### config.mk
export PLATFORM = sky130hd
export DESIGN_NAME = ldst_seq
export DESIGN_NICKNAME = d
export VERILOG_FILES = /design/src/rtl/ldst_pkg.sv /design/src/rtl/ldst_addr.sv /design/src/rtl/ldst_fsm.sv /design/src/rtl/ldst_seq.sv
export SDC_FILE = /design/constraint.sdc
export NUM_CORES = 1
export LEC_CHECK = 0
export CAP_MARGIN = 20
export CELL_PAD_IN_SITES_DETAIL_PLACEMENT = 0
export CELL_PAD_IN_SITES_GLOBAL_PLACEMENT = 1
export CORE_MARGIN = 3
export CORE_UTILIZATION = 45
export DETAILED_ROUTE_END_ITERATION = 8
export DONT_BUFFER_PORTS = 1
export PLACE_DENSITY_LB_ADDON = 0.25
export SLEW_MARGIN = 20
export SYNTH_ARGS = -nofsm -noshare
export SYNTH_HDL_FRONTEND = slang
export SYNTH_SLANG_ARGS = --single-unit
export TNS_END_PERCENT = 50
### constraint.sdc
create_clock -name clk -period 5.9 [get_ports clk]
set_input_delay 0.295 -clock clk [delete_from_list [all_inputs] [get_ports clk]]
set_output_delay 0.295 -clock clk [all_outputs]
set_load 0.1 [all_outputs]
### src/rtl/ldst_pkg.sv
package ldst_pkg;

  localparam int unsigned LS_DW    = 32;
  localparam int unsigned LS_RIW   = 4;
  localparam int unsigned LS_IMMW  = 12;
  localparam logic [LS_RIW-1:0] LS_PC_IDX = '1;
  localparam int unsigned LS_BASE_PCOFS  = 8;
  localparam int unsigned LS_STORE_PCOFS = 12;

  typedef enum logic [1:0] {
    CT_NONE = 2'b00,
    CT_SEQ  = 2'b01,
    CT_NSEQ = 2'b10,
    CT_INT  = 2'b11
  } cyc_t;

  typedef enum logic [2:0] {
    ST_IDLE,
    ST_ILL,
    ST_ADDR,
    ST_MEM,
    ST_INT,
    ST_RFS,
    ST_RFN
  } st_t;

  function automatic logic [LS_DW-1:0] pc_view(input logic [LS_DW-1:0] pc,
                                               input int unsigned ofs);
    return pc + LS_DW'(ofs);
  endfunction

  function automatic logic [LS_DW-1:0] ofs_apply(input logic [LS_DW-1:0] base,
                                                 input logic [LS_DW-1:0] ofs,
                                                 input logic up);
    return up ? (base + ofs) : (base - ofs);
  endfunction

  function automatic logic enc_illegal(input logic [LS_RIW-1:0] base,
                                       input logic [LS_RIW-1:0] rm,
                                       input logic regofs,
                                       input logic pre,
                                       input logic wb);
    logic pc_wb, pc_ofs, post_alias;
    pc_wb      = (base == LS_PC_IDX) && (wb || !pre);
    pc_ofs     = regofs && (rm == LS_PC_IDX);
    post_alias = regofs && !pre && (rm == base);
    return pc_wb || pc_ofs || post_alias;
  endfunction

endpackage

### src/rtl/ldst_addr.sv
module ldst_addr
  import ldst_pkg::*;
#(
  parameter int unsigned DW   = LS_DW,
  parameter int unsigned RIW  = LS_RIW,
  parameter int unsigned IMMW = LS_IMMW
) (
  input  logic [RIW-1:0]  base_idx,
  input  logic [RIW-1:0]  src_idx,
  input  logic            regofs,
  input  logic [IMMW-1:0] imm,
  input  logic            pre,
  input  logic            up,
  input  logic [DW-1:0]   pc,
  input  logic [DW-1:0]   base_rf,
  input  logic [DW-1:0]   ofs_rf,
  input  logic [DW-1:0]   src_rf,
  output logic [DW-1:0]   ea,
  output logic [DW-1:0]   upd,
  output logic [DW-1:0]   sdata
);

  logic [DW-1:0] base_v;
  logic [DW-1:0] ofs_v;

  always_comb begin
    base_v = (base_idx == RIW'(LS_PC_IDX)) ? pc_view(pc, LS_BASE_PCOFS) : base_rf;
    ofs_v  = regofs ? ofs_rf : DW'(imm);
    upd    = ofs_apply(base_v, ofs_v, up);
    ea     = pre ? upd : base_v;
    sdata  = (src_idx == RIW'(LS_PC_IDX)) ? pc_view(pc, LS_STORE_PCOFS) : src_rf;
  end

endmodule

### src/rtl/ldst_fsm.sv
module ldst_fsm
  import ldst_pkg::*;
(
  input  logic   clk,
  input  logic   rst_n,
  input  logic   take,
  input  logic   bad_enc,
  input  logic   is_load,
  input  logic   rd_is_pc,
  input  logic   abort_in,
  output st_t    state,
  output logic   ev_mem,
  output logic   ev_abort,
  output logic   ev_last,
  output logic   cyc_valid,
  output cyc_t   cyc_type
);

  st_t nxt;

  always_comb begin
    nxt = state;
    unique case (state)
      ST_IDLE: if (take) nxt = bad_enc ? ST_ILL : ST_ADDR;
      ST_ILL:  nxt = ST_IDLE;
      ST_ADDR: nxt = ST_MEM;
      ST_MEM:  nxt = (abort_in || !is_load) ? ST_IDLE : ST_INT;
      ST_INT:  nxt = rd_is_pc ? ST_RFS : ST_IDLE;
      ST_RFS:  nxt = ST_RFN;
      ST_RFN:  nxt = ST_IDLE;
      default: nxt = ST_IDLE;
    endcase
  end

  always_ff @(posedge clk) begin
    if (!rst_n) state <= ST_IDLE;
    else        state <= nxt;
  end

  always_comb begin
    ev_mem   = (state == ST_MEM);
    ev_abort = ev_mem && abort_in;
    ev_last  = (state == ST_ILL) ||
               (ev_mem && (abort_in || !is_load)) ||
               ((state == ST_INT) && !rd_is_pc) ||
               (state == ST_RFN);
    cyc_valid = 1'b1;
    unique case (state)
      ST_ADDR: cyc_type = is_load ? CT_SEQ : CT_NSEQ;
      ST_MEM:  cyc_type = CT_NSEQ;
      ST_INT:  cyc_type = CT_INT;
      ST_RFS:  cyc_type = CT_SEQ;
      ST_RFN:  cyc_type = CT_NSEQ;
      default: begin
        cyc_type  = CT_NONE;
        cyc_valid = 1'b0;
      end
    endcase
  end

endmodule

### src/rtl/ldst_seq.sv
module ldst_seq
  import ldst_pkg::*;
#(
  parameter int unsigned DW   = LS_DW,
  parameter int unsigned RIW  = LS_RIW,
  parameter int unsigned IMMW = LS_IMMW
) (
  input  logic            clk,
  input  logic            rst_n,
  input  logic            start,
  input  logic            op_load,
  input  logic [RIW-1:0]  op_base,
  input  logic [RIW-1:0]  op_rd,
  input  logic            op_regofs,
  input  logic [RIW-1:0]  op_rm,
  input  logic [IMMW-1:0] op_imm,
  input  logic            op_pre,
  input  logic            op_wb,
  input  logic            op_up,
  input  logic [DW-1:0]   op_pc,
  output logic [RIW-1:0]  rf_base_idx,
  input  logic [DW-1:0]   rf_base_val,
  output logic [RIW-1:0]  rf_ofs_idx,
  input  logic [DW-1:0]   rf_ofs_val,
  output logic [RIW-1:0]  rf_src_idx,
  input  logic [DW-1:0]   rf_src_val,
  output logic            mem_req,
  output logic            mem_we,
  output logic [DW-1:0]   mem_addr,
  output logic [DW-1:0]   mem_wdata,
  input  logic [DW-1:0]   mem_rdata,
  input  logic            mem_abort,
  output logic            rd_we,
  output logic [RIW-1:0]  rd_idx,
  output logic [DW-1:0]   rd_data,
  output logic            base_we,
  output logic [RIW-1:0]  base_idx,
  output logic [DW-1:0]   base_data,
  output logic            illegal,
  output logic            abort_trap,
  output logic            cyc_valid,
  output logic [1:0]      cyc_type,
  output logic            done,
  output logic            busy
);

  // latched instruction
  logic            q_load, q_regofs, q_pre, q_wb, q_up;
  logic [RIW-1:0]  q_base, q_rd, q_rm;
  logic [IMMW-1:0] q_imm;
  logic [DW-1:0]   q_pc;

  // computed values
  logic [DW-1:0] ea_w, upd_w, sdata_w;
  logic [DW-1:0] ea_q, upd_q, sdata_q, ldata_q;

  // named internal events
  st_t  state;
  logic ev_take, ev_bad, ev_mem, ev_abort, ev_last, ev_addr;
  cyc_t ctype;

  assign ev_take = start && (state == ST_IDLE);
  assign ev_bad  = enc_illegal(op_base, op_rm, op_regofs, op_pre, op_wb);
  assign ev_addr = (state == ST_ADDR);

  always_ff @(posedge clk) begin
    if (!rst_n) begin
      q_load <= 1'b0; q_regofs <= 1'b0; q_pre <= 1'b0; q_wb <= 1'b0; q_up <= 1'b0;
      q_base <= '0; q_rd <= '0; q_rm <= '0; q_imm <= '0; q_pc <= '0;
    end else if (ev_take) begin
      q_load <= op_load; q_regofs <= op_regofs; q_pre <= op_pre;
      q_wb <= op_wb; q_up <= op_up;
      q_base <= op_base; q_rd <= op_rd; q_rm <= op_rm;
      q_imm <= op_imm; q_pc <= op_pc;
    end
  end

  assign rf_base_idx = q_base;
  assign rf_ofs_idx  = q_rm;
  assign rf_src_idx  = q_rd;

  ldst_addr #(.DW(DW), .RIW(RIW), .IMMW(IMMW)) addr_i (
    .base_idx (q_base),
    .src_idx  (q_rd),
    .regofs   (q_regofs),
    .imm      (q_imm),
    .pre      (q_pre),
    .up       (q_up),
    .pc       (q_pc),
    .base_rf  (rf_base_val),
    .ofs_rf   (rf_ofs_val),
    .src_rf   (rf_src_val),
    .ea       (ea_w),
    .upd      (upd_w),
    .sdata    (sdata_w)
  );

  always_ff @(posedge clk) begin
    if (!rst_n) begin
      ea_q <= '0; upd_q <= '0; sdata_q <= '0; ldata_q <= '0;
    end else begin
      if (ev_addr) begin
        ea_q    <= ea_w;
        upd_q   <= upd_w;
        sdata_q <= sdata_w;
      end
      if (ev_mem && q_load) ldata_q <= mem_rdata;
    end
  end

  ldst_fsm fsm_i (
    .clk       (clk),
    .rst_n     (rst_n),
    .take      (ev_take),
    .bad_enc   (ev_bad),
    .is_load   (q_load),
    .rd_is_pc  (q_rd == RIW'(LS_PC_IDX)),
    .abort_in  (mem_abort),
    .state     (state),
    .ev_mem    (ev_mem),
    .ev_abort  (ev_abort),
    .ev_last   (ev_last),
    .cyc_valid (cyc_valid),
    .cyc_type  (ctype)
  );

  assign cyc_type   = ctype;
  assign mem_req    = ev_mem;
  assign mem_we     = ev_mem && !q_load;
  assign mem_addr   = ea_q;
  assign mem_wdata  = sdata_q;
  assign abort_trap = ev_abort;
  assign base_we    = ev_mem && !mem_abort && (q_wb || !q_pre);
  assign base_idx   = q_base;
  assign base_data  = upd_q;
  assign rd_we      = (state == ST_INT);
  assign rd_idx     = q_rd;
  assign rd_data    = ldata_q;
  assign illegal    = (state == ST_ILL);
  assign done       = ev_last;
  assign busy       = (state != ST_IDLE);

endmodule

### Word level (Yosys, flattened, before mapping)

Index checks and enable logic that the tools add are counted.

* bits in registers: 192
* bits of input ports: 193

* $add $sub $neg: 4
* equality and inequality tests: 12
* multiplexer cells: 13
* reduce and logical (&&, ||, !) cells: 29

Operator list (number)
* $mux 32: 5
* $add 32x4->32 const B: 2
* $add 32x32->32: 1
* $sub 32x32->32: 1
* $eq 4x4->1 const B: 4
* $pmux 3 s5: 1
* $logic_and 1x1->1: 12
* $eq 3x3->1 const B: 3
* $mux 3: 3
* $logic_or 1x1->1: 8
* $pmux 2 s4: 1
* $eq 3x2->1 const B: 2
* $logic_not 1->1: 5
* $reduce_or 5->1: 1
* $eq 4x4->1: 1
* $mux 2: 2
* $eq 3x1->1 const B: 1
* $logic_not 3->1: 1
* $reduce_bool 3->1: 1
* $ne 2x2->1 const B: 1
* $reduce_or 2->1: 1
* $mux 1: 1

### Longest topological paths before layout

Gate-level depths: netlist of the first run.

* depth in word-level cells: 8
* depth in mapped cells: 24

### By module

From an unflattened synthesis of the first run, not the netlist that was laid out.

* cells, all modules: 1611
* area total of the unflattened synthesis: 12189.2 µm²

By module, submodules not included
* ldst_seq: times used 1, cells each 851, area an instance 7223.2 µm²
* ldst_addr: times used 1, cells each 724, area an instance 4730.8 µm²
* ldst_fsm: times used 1, cells each 36, area an instance 235.2 µm²

### Least setup slack after synthesis of the first run

No wires, ideal clock.

* kind: flip-flop to flip-flop
* start point: register q_regofs
* end point: register ea_q[30], in the netlist mem_addr[30]
* setup time: 0.128 ns
* arrival: 5.071 ns
* slack: 0.702 ns
* cell stages (with the launch flop): 24
* period minus slack after synthesis: 5.198 ns
* path through: dfxtp_1 buf_6 clkbuf_1 clkbuf_1 buf_1 mux2i_1 ha_1 o21a_1 a21boi_1 nand2_1 nor2_1 nor2_1 xnor2_1 ha_1 clkbuf_1 and3_1 nand3_1 a2111oi_1 nor3_1 o41ai_2 o221ai_1 xnor2_1 a222oi_1 nor2_1

* cells in the longest elaborated chain, start to end: 4
* elaborated cells on any way between the ends: 5

RTL lines
* from (decl): RTL line ldst_seq.sv:48 `logic q_load, q_regofs, q_pre, q_wb, q_up;`
* from (signal assigned): RTL line ldst_seq.sv:71 `q_load <= op_load; q_regofs <= op_regofs; q_pre <= op_pre;`
* $mux 32 (*): RTL line ldst_addr.sv:28 `ofs_v = regofs ? ofs_rf : DW'(imm);`
* $sub 32x32->32 or $add 32x32->32 (tied branches): RTL line ldst_pkg.sv:35 `return up ? (base + ofs) : (base - ofs);`
* $mux 32 (*): RTL line ldst_pkg.sv:35
* $mux 32 (*): RTL line ldst_addr.sv:30 `ea = pre ? upd : base_v;`
* to (signal assigned): RTL line ldst_seq.sv:103 `ea_q <= ea_w;`
* to (decl): RTL line ldst_seq.sv:55 `logic [DW-1:0] ea_q, upd_q, sdata_q, ldata_q;`

Mark *: on every way between the ends. The rest lies on a longest branch, timed or not.
A chain may end at the register's enable or synchronous reset.

### Worst setup path after layout of the first run

Ends and elaborated chain as after synthesis.

==> key figures, run 1 <==
Outcome
  • Status: complete, no violations

Layout
  • P&R area growth vs syn: 14.7%
  • Layout Nets: between 1500 and 2000
  • Core Util, Final: around 53%
  • Multi-input logic area: slightly above 7000 sq um
  • Share of post-route cells with drive strength above 1: about 5.8%
  • Area occupied by registers: between 3000 and 4000 sq um
  • Fillers: ~2500

Worst setup path
  • Worst-path cell chain: buf_4 > nor4_1 > a22o_1 > and2_1 > inv_1 > o311a_1 > a221o_1 > a21oi_1 > ha_1 > and3_1 > nand2_1 > a2111oi_1 > nor3_1 > o41ai_2 > o221ai_1 > xnor2_1 > a222oi_1 > nor2_1
  • Arrival time at the worst endpoint: roughly 5.8 ns
  • CP Data Required Time: between 6 and 7 ns
  • Kind of critical path: reg2reg
  • Largest stage delay, worst path: roughly 0.65 ns
  • CP max stage cell: a2111oi_1
  • CP endpoint kind: flop
  • Startpoint types: flop
  • Worst Path Max Fanout: 21

STA
  • Slew Limit Fails: 0
  • Setup total negative slack: 0 ns
  • Fmax: approximately 0.18 GHz
  • Final Hold Viols: 0
  • Post-layout minimum cycle time: between 5 and 6 ns
  • Relative slew slack: between 20% and 30%
  • Final number of setup-violating endpoints: 0
  • Final Skew: between 0.015 and 0.02 ns
  • Final worst-path cycle share: 92.5%
  • Worst-margin pin slew: 1.14 ns
  • RSZ-0062 raised after global routing: false

Clocking
  • H-tree Lvls: 4
  • CTS clock-pin slew for the worst setup and hold paths: ~0.09 ns
  • Postcts setup bufs: 0
  • Hold Buf Count CTS: 85
  • CTS root buffer: clkbuf_16
  • CTS max path bufs: 2
  • CTS buffer count: 17
  • Sink Count: between 150 and 200
  • Post-cts resize count: 0
  • Clock latency on the worst-skew pair: 0.45 ns
  • TritonCTS clock tree: yes

Route
  • Initial DRC count: 1022
  • Routed WL per cell: approximately 22 microns
  • Drt first pass iters: 5
  • Final ANT Viol Nets: 0
  • Vias per inst: between 5 and 6
  • Vias: approximately 11000
  • DRC Markers: 0
  • DRT Wirelength: roughly 42 mm

Power
  • Pleak: about 4.8 nW
  • Clock power share: a little over a quarter
  • Internal power: about 2.5 mW
  • Sequential cell fraction of total power: between 40% and 50%
  • Part of the power in combinational logic: between 20% and 30%
  • Pwr dens: 370 nW/um^2
  • Psw: 2.36 mW
  • Peak VDD IR: ~0.27 mV
  • Switching share of power: between 40% and 50%

Global route
  • Largest net degree at the start of global routing: 89
  • Initial antenna violation count: 0
  • Gr usage total: around 29%
  • GR Util met1: between 30% and 40%
  • Vias in the first global route: approximately 11000
  • GR Overflow Total: 0
  • Met2 Use GR: a little under half
  • Most Used Layer, Global Route: met2
  • Global-route wire length before repair: roughly 64 mm
  • Met3 usage: 7.93%

Synth
  • Post-synth top area share: approximately a third
  • Post-Syn Area: 11600 sq um
  • Register area share after synthesis: between 30% and 40%
  • Yosys reg bits: 192
  • Cell with the most instances after synthesis: nand2_1
  • Synth area leader: dfxtp_1
  • Yosys cell types: 71
  • Post-synth EDFFs: 0
  • Synth Warn #: 0
  • Synth Net Count: ~1800
  • Mapped Cells: 1579
  • Ys flop type: dfxtp_1
  • Post-synthesis async set-or-reset flop share: 0%
  • Synth Area per Inst: 7.32 sq um
  • Synth area leaders: dfxtp_1 33%, nand2_1 11%, a21oi_1 8.6%
  • Synth cell count leaders: 335 x nand2_1, 199 x a21oi_1, 192 x dfxtp_1

Floorplanning
  • Full die area: 27600 sq um
  • Io pins: 352
  • Core area: 25200 sq um
  • Die Width: ~170 microns
  • Starting Density: between 40% and 50%
  • Die Ht: approximately 170 microns
  • Total number of placement rows: 58

Placement
  • # port buffers: 0
  • Post-DP HPWL: ~32 mm
  • Gpl congestion: 0.936

Hold path
  • Type of the worst min-delay path: in2reg

Run
  • Max-cap viol count: 0
critical path: cells and delay by family, from the launching register on:
family          cells  cell delay [ns]
compound gates      8             2.74
simple gates        6             1.26
flops               1             0.45
fa+ha+maj           1             0.37
buf+inv             2             0.32
xor+xnor            1             0.18
cell type report:
cell class / count / share of cell area (%)
antenna: 1 / 0.0189
clock buffer: 17 / 3.21
clock inverter: 15 / 1.71
inverter: 20 / 0.585
multi-input combinational: 1247 / 54.2
sequential: 192 / 29.1
tap: 330 / 3.11
timing repair buffer: 108 / 8.08
state kept, by name, indices dropped and copies added, names as in the netlist:
| signal | count |
|---|---|
| base_idx | 4 |
| rd_idx | 4 |
| q_pc | 32 |
| base_data | 32 |
| rd_data | 32 |
| q_wb | 1 |
| q_regofs | 1 |
| rf_ofs_idx | 4 |
| fsm_i.state | 3 |
| mem_addr | 32 |
| mem_wdata | 32 |
| q_up | 1 |
| q_imm | 12 |
| q_load | 1 |
| q_pre | 1 |
kinds of logic after synthesis:
family / synth area share, %
muxes: 3.32
adders and majority gates: 3.96
and+or+nand+nor: 24.4
DFF: 33.3
xor gates and xnor gates: 7.28
AOI/OAI and AO/OA: 22.7
buffers and inverters: 5.05
power groups by stage:
stage                     registers (mW)  logic [mW]  clock network [mW]
after floorplan                     2.17        1.06                   0
after detailed placement            2.26        1.32                   0
after global placement              2.26        1.32                   0
after CTS                           2.23        1.38                1.30
final                               2.23        1.39                1.28
after global routing                2.25        1.54                1.34
worst paths after layout:
check | start | slack (ns) | depth (start not counted) | endpoint
max | q_regofs | 0.44 | 18 | mem_addr[30]
min | op_pc[27] | 0.02 | 2 | q_pc[27]
min reg2reg | q_wb | 0.47 | 2 | q_wb
max reg2reg | q_regofs | 0.44 | 18 | mem_addr[30]
layer usage:
layer | part of all wire, % | up-vias
met4 | 2.6 | 0
met1 | 42 | 5289
met2 | 46 | 490
li1 | - | 5511
met3 | 9.3 | 52
met5 | 0 | -
layout by cell type, fill, tap and decap left out, types with 19 or more instances in the layout:
master,count
a211oi_1,46
a21o_1,19
a21oi_1,199
a31oi_1,22
buf_4,20
dfxtp_1,182
dlygate4sd3_1,85
ha_1,35
inv_1,19
mux2i_1,35
nand2_1,332
nor2_1,146
nor3_1,27
o21ai_0,74
xnor2_1,61
xor2_1,35
through the flow:
step	hold slack [ns]	instances	setup WS (ns)	instance area, sq um	total power [mW]
global placement	0.424	1810	0.760	11700	3.58
floorplan	0.431	1579	0.702	11600	3.24
global route	0.00271	1929	0.0907	13300	5.13
detailed placement	0.426	1812	0.622	11700	3.58
CTS	0.000684	1929	0.581	13200	4.90
finish	0.0157	1930	0.440	13300	4.90
(Power assumes the default switching activity.)
==> run 2: changes to the inputs <==
Settings changed: REMOVE_ABC_BUFFERS set to 1.
==> run 2 against run 1 <==
Effect of this change: die area is the same; via count shrank 2.0%; cell count decreased by 0.10%; global-route usage shrank 2.4 points; sequential power about the same; power is 2.1% lower; fmax up 1.8%; hold slack worse by 0.0085 ns; register-to-register slack improved by 0.09 ns; sequential share of layout area up 0.094 points; combinational power is 3% lower; setup slack improved by 0.095 ns.
==> key figures, run 2 (synthesized netlist as in run 1, its figures left out) <==
Route
  • DRT Wirelength: 38.4 mm
  • Initial DRC count: ~670
  • Metal2 WL: ~18 mm
  • Vias per inst: between 5 and 6
  • Met1 Wirelength: ~17 mm
  • Final ANT Viol Nets: 0
  • Vias: 11100
  • Drt first pass iters: 5
  • Routed WL per cell: 19.9 microns
  • Wire length on met3: between 3 and 4 mm
  • DRC Markers: 0
  • DR top layer: met5

Layout
  • Layout Nets: 1814
  • Most frequent cells in the layout: 333 x nand2_1, 199 x a21oi_1, 182 x dfxtp_1, 146 x nor2_1, 89 x dlygate4sd3_1
  • Most common cell after layout, fill and taps aside: nand2_1
  • Final instance area: around 13000 sq um
  • Share of post-route cells with drive strength above 1: approximately 5.4%
  • P&R area growth vs syn: 14.3%
  • Fillers: roughly 2500
  • Multi-input logic area: 7180 sq um
  • Area occupied by registers: 3860 sq um
  • Antenna diodes: 0

Floorplanning
  • Io pins: 352
  • Die Ht: 166 microns
  • Core area: roughly 25000 sq um
  • Die Width: 166 microns
  • Total number of placement rows: 58
  • Starting Density: ~46%
  • Full die area: around 28000 sq um

Power
  • Pwr dens: 363 nW/um^2
  • Pleak: 4.73 nW
  • Peak VDD IR: 0.236 mV

Placement
  • Gpl congestion: just over 0.9
  • Placed Instance Area: approximately 12000 sq um
  • # port buffers: 0
  • Post-DP HPWL: roughly 28 mm

Hold path
  • Hold Crit Depth: 2
  • Hold endpoint: mem_wdata[0]
  • Hold path start: rf_src_val[0]
  • Type of the worst min-delay path: in2reg

Clocking
  • Postcts setup bufs: 0
  • Sink Count: between 150 and 200
  • CTS buffer count: 17
  • CTS max path bufs: 2
  • TritonCTS clock tree: yes
  • CTS root buffer: clkbuf_16
  • H-tree Lvls: 4
  • CTS clock-pin slew for the worst setup and hold paths: around 0.090 ns
  • Post-cts resize count: 0
  • Clock latency on the worst-skew pair: approximately 0.45 ns

STA
  • Final number of setup-violating endpoints: 0
  • Slew Limit Fails: 0
  • RSZ-0062 raised after global routing: false
  • Worst-margin pin slew: approximately 1.2 ns
  • Final Skew: approximately 0.02 ns
  • Final Hold Viols: 0
  • Hold slack: approximately 0.0072 ns
  • Final worst-path cycle share: between 90% and 100%
  • Post-layout minimum cycle time: 5.37 ns
  • Fmax: around 0.19 GHz
  • Relative slew slack: between 20% and 30%

Worst setup path
  • CP Data Required Time: between 6 and 7 ns
  • Largest stage delay, worst path: 0.65 ns
  • CP max stage cell: dfxtp_2
  • Worst r2r dst: mem_addr[30]
  • Startpoint types: flop
  • Reg2reg start: q_regofs
  • Arrival time at the worst endpoint: between 5 and 6 ns
  • Kind of critical path: reg2reg
  • Reg2Reg Depth: 16
  • Worst-path cell chain: buf_4 > nor3b_1 > o22a_1 > a41oi_1 > nor2_1 > nor2_1 > ha_1 > and3_1 > nand3_1 > a2111oi_1 > nor3_1 > o41ai_2 > o221ai_1 > xnor2_1 > a222oi_1 > nor2_1
  • CP endpoint kind: flop
  • Most frequent CP cell: nor2_1
  • Worst Path Max Fanout: 34
  • Reg2Reg Setup Slack: roughly 0.53 ns

Global route
  • GR Overflow Total: 0
  • Initial antenna violation count: 1
  • Vias in the first global route: about 11000
  • Gr usage total: between 20% and 30%
  • Largest net degree at the start of global routing: between 90 and 100
  • Global-route wire length before repair: 60.9 mm

Run
  • Max-cap viol count: 0

Outcome
  • Status: complete, no violations
run 2: changes by cell type in the layout (fill, tap and decap cells not counted), sizes merged:
cell and delta:
clkinv +2, clkbuf +1, buf -6, dlygate4sd3 +4, clkinvlp +1, diode -1
inv -3
run 2: cell type report:
cell class | instances | area share, %
multi-input combinational | 1247 | 54.4
clock inverter | 15 | 1.51
sequential | 192 | 29.2
tap | 330 | 3.12
clock buffer | 17 | 3.22
inverter | 20 | 0.606
timing repair buffer | 107 | 7.98
run 2: worst max-delay path by stage:
| stage | start | endpoint | slack [ns] | depth (start not counted) |
|---|---|---|---|---|
| finish | q_regofs | mem_addr[30] | 0.53 | 16 |
| floorplan | base_idx[3] | mem_addr[30] | -0.62 | 14 |
| detailed placement | q_regofs | mem_addr[30] | 0.62 | 16 |
| global placement | q_regofs | mem_addr[30] | 0.89 | 16 |
| CTS | q_regofs | mem_addr[30] | 0.58 | 16 |
| global route | q_regofs | mem_addr[30] | 0.03 | 16 |
run 2: worst max-delay path: cells and delay by family (launching register included):
family	cells	cell delay, ns
fa+ha+maj	1	0.46
buf+inv	1	0.43
simple gates	7	1.43
xor+xnor	1	0.18
compound gates	6	2.07
flops	1	0.65
run 2: layer usage:
| layer | vias up | track usage [%] |
|---|---|---|
| met3 | 59 | 7.66 |
| met2 | 370 | 44.3 |
| met1 | 5187 | 34.6 |
| li1 | 5500 | - |
| met5 | - | 0 |
| met4 | 2 | 7.60 |
run 2: report_power, final:
group	switching (mW)	internal (mW)	total [mW]
logic	0.836	0.514	1.35
clock network	0.643	0.584	1.23
registers	0.802	1.42	2.22
total	2.28	2.51	4.80
run 2: repair_timing:
| item | 4_1_cts | 5_1_grt |
|---|---|---|
| hold buffers | 89 | 0 |
| setup endpoints to repair | 0 | 0 |
| hold endpoints to repair | 99 | 0 |
run 2: per-stage QoR:
step | TNS [ns] | utilization [%] | cells | power, mW | setup WS [ns]
2_1_floorplan | -4.78 | - | 1459 | 3.20 | -0.617
5_1_grt | 0 | 52.5 | 1928 | 5.04 | 0.0304
6_report | 0 | 52.5 | 1928 | 4.80 | 0.535
4_1_cts | 0 | 52.4 | 1927 | 4.81 | 0.577
3_3_place_gp | 0 | 46.3 | 1805 | 3.53 | 0.891
3_5_place_dp | 0 | 46.4 | 1806 | 3.54 | 0.622
==> run 3: changes to the inputs <==
Settings changed: CORE_UTILIZATION 45 to 49.
Clock period 5.9 ns to 6.7 ns, I/O delays scaled along.
==> run 3 against run 2 <==
Effect of this change: register-to-register slack better by 0.75 ns; largest power group unchanged; sequential power is 12% lower; design area fell by 3.6%; highest routed layer is now met4; combinational power shrank 14%.
==> key figures, run 3 (synthesized netlist as in run 1, its figures left out) <==
Worst setup path
  • Startpoint types: flop
  • Kind of critical path: reg2reg
  • Arrival time at the worst endpoint: between 5 and 6 ns
  • Largest stage delay, worst path: 0.53 ns
  • Most frequent CP cell: nor2_1
  • Worst-path cell chain: buf_4 > nor3b_2 > o22a_1 > a41oi_1 > nor2_1 > nor2_1 > ha_1 > and3_1 > nand3_1 > a2111oi_1 > nor3_1 > o41ai_2 > o221ai_1 > xnor2_1 > a222oi_1 > nor2_1
  • Worst Path Max Fanout: 42
  • CP max stage cell: dfxtp_2
  • CP endpoint kind: flop
  • Family with the most delay on the worst path: compound AO/OA/AOI/OAI gates
  • Worst Path Buf+Inv: 1
  • CP Data Required Time: about 7 ns

Route
  • DRT Wirelength: roughly 37 mm
  • Final ANT Viol Nets: 0
  • Routed WL per cell: 20.1 microns
  • Drt first pass iters: 8
  • DRC Markers: 0
  • Initial DRC count: 920
  • Vias per inst: around 5.8
  • Vias: 10900

Floorplanning
  • Total number of placement rows: 55
  • Core area: 22900 sq um
  • Starting Density: between 50% and 60%
  • Io pins: 352
  • Die Ht: 160 microns
  • Die Width: 160 microns
  • Full die area: around 25000 sq um

STA
  • Post-layout minimum cycle time: 5.41 ns
  • Final Hold Viols: 0
  • Final worst-path cycle share: 80.8%
  • Relative slew slack: around 22%
  • Setup total negative slack: 0 ns
  • Fmax: about 0.18 GHz
  • Final Skew: between 0.015 and 0.02 ns
  • RSZ-0062 raised after global routing: false
  • Slew Limit Fails: 0
  • Worst-margin pin slew: about 1.2 ns
  • Hold slack: 0.0141 ns
  • Final number of setup-violating endpoints: 0
  • Fin worst setup slack: between 1 and 1.5 ns

Power
  • Pwr dens: roughly 330 nW/um^2
  • Peak VDD IR: roughly 0.20 mV
  • Pleak: 4.54 nW

Clocking
  • TritonCTS clock tree: yes
  • CTS max path bufs: 2
  • H-tree Lvls: 4
  • Clock latency on the worst-skew pair: around 0.45 ns
  • Hold Buf Count CTS: 45
  • Post-cts resize count: 0
  • Sink Count: ~190
  • CTS buffer count: 17
  • CTS root buffer: clkbuf_16
  • CTS clock-pin slew for the worst setup and hold paths: 0.08 ns
  • Postcts setup bufs: 0

Layout
  • Core Util, Final: between 50% and 60%
  • Most common cell after layout, fill and taps aside: nand2_1
  • Final Non-Filler Cells: roughly 1900
  • P&R area growth vs syn: 10.2%
  • Share of post-route cells with drive strength above 1: under 10%
  • Layout Nets: 1768
  • Antenna diodes: 0
  • Most frequent cells in the layout: 333 x nand2_1, 199 x a21oi_1, 182 x dfxtp_1, 146 x nor2_1, 74 x o21ai_0

Global route
  • Vias in the first global route: 10400
  • Gr usage total: roughly 28%
  • Largest net degree at the start of global routing: 95
  • Global-route wire length before repair: between 50 and 60 mm
  • GR Overflow Total: 0
  • Initial antenna violation count: 0

Outcome
  • Status: complete, no violations

Placement
  • Cells after DPL: roughly 1800
  • Post-DP HPWL: around 28 mm
  • Gpl congestion: 0.934
  • # port buffers: 0
  • Pre-CTS WS: between 1 and 1.5 ns

Run
  • Max-cap viol count: 0

Hold path
  • Type of the worst min-delay path: in2reg
==> run 3: final timing paths <==
kind	endpoint	start	cells past startpoint	slack (ns)
worst max-delay path	mem_addr[30]	q_regofs	16	1.29
worst min-delay path	q_imm[10]	op_imm[10]	2	0.01
worst max register to register	mem_addr[30]	q_regofs	16	1.29
worst min register to register	q_wb	q_wb	2	0.46
==> run 3: layout make-up <==
type / count / area [sq um]
clock buffers: 17 / 425
clock inverters: 15 / 206
fillers: 2324 / 10200
inverters: 20 / 80.1
multi-input cells: 1247 / 7190
flip-flops and latches: 192 / 3860
well taps: 313 / 392
repair buffers: 61 / 588
==> run 3: metal layers <==
layer	share of wire (%)	vias up	GRT usage, %
li1	-	5418	-
met1	43	5002	35.8
met3	8.5	63	9.00
met5	0	-	0
met2	46	395	45.5
met4	2.6	0	9.87
==> run 3: power by group <==
part | total (mW) | internal (mW) | switching [mW]
clock network | 1.10 | 0.526 | 0.576
registers | 1.95 | 1.25 | 0.706
logic | 1.16 | 0.435 | 0.728
total | 4.22 | 2.21 | 2.01
==> run 3: stage by stage <==
stage | power [mW] | area [sq um]
CTS | 4.24 | 12700
finish | 4.22 | 12700
global route | 4.43 | 12700
floorplan | 2.82 | 11000
global placement | 3.10 | 11600
detailed placement | 3.11 | 11700
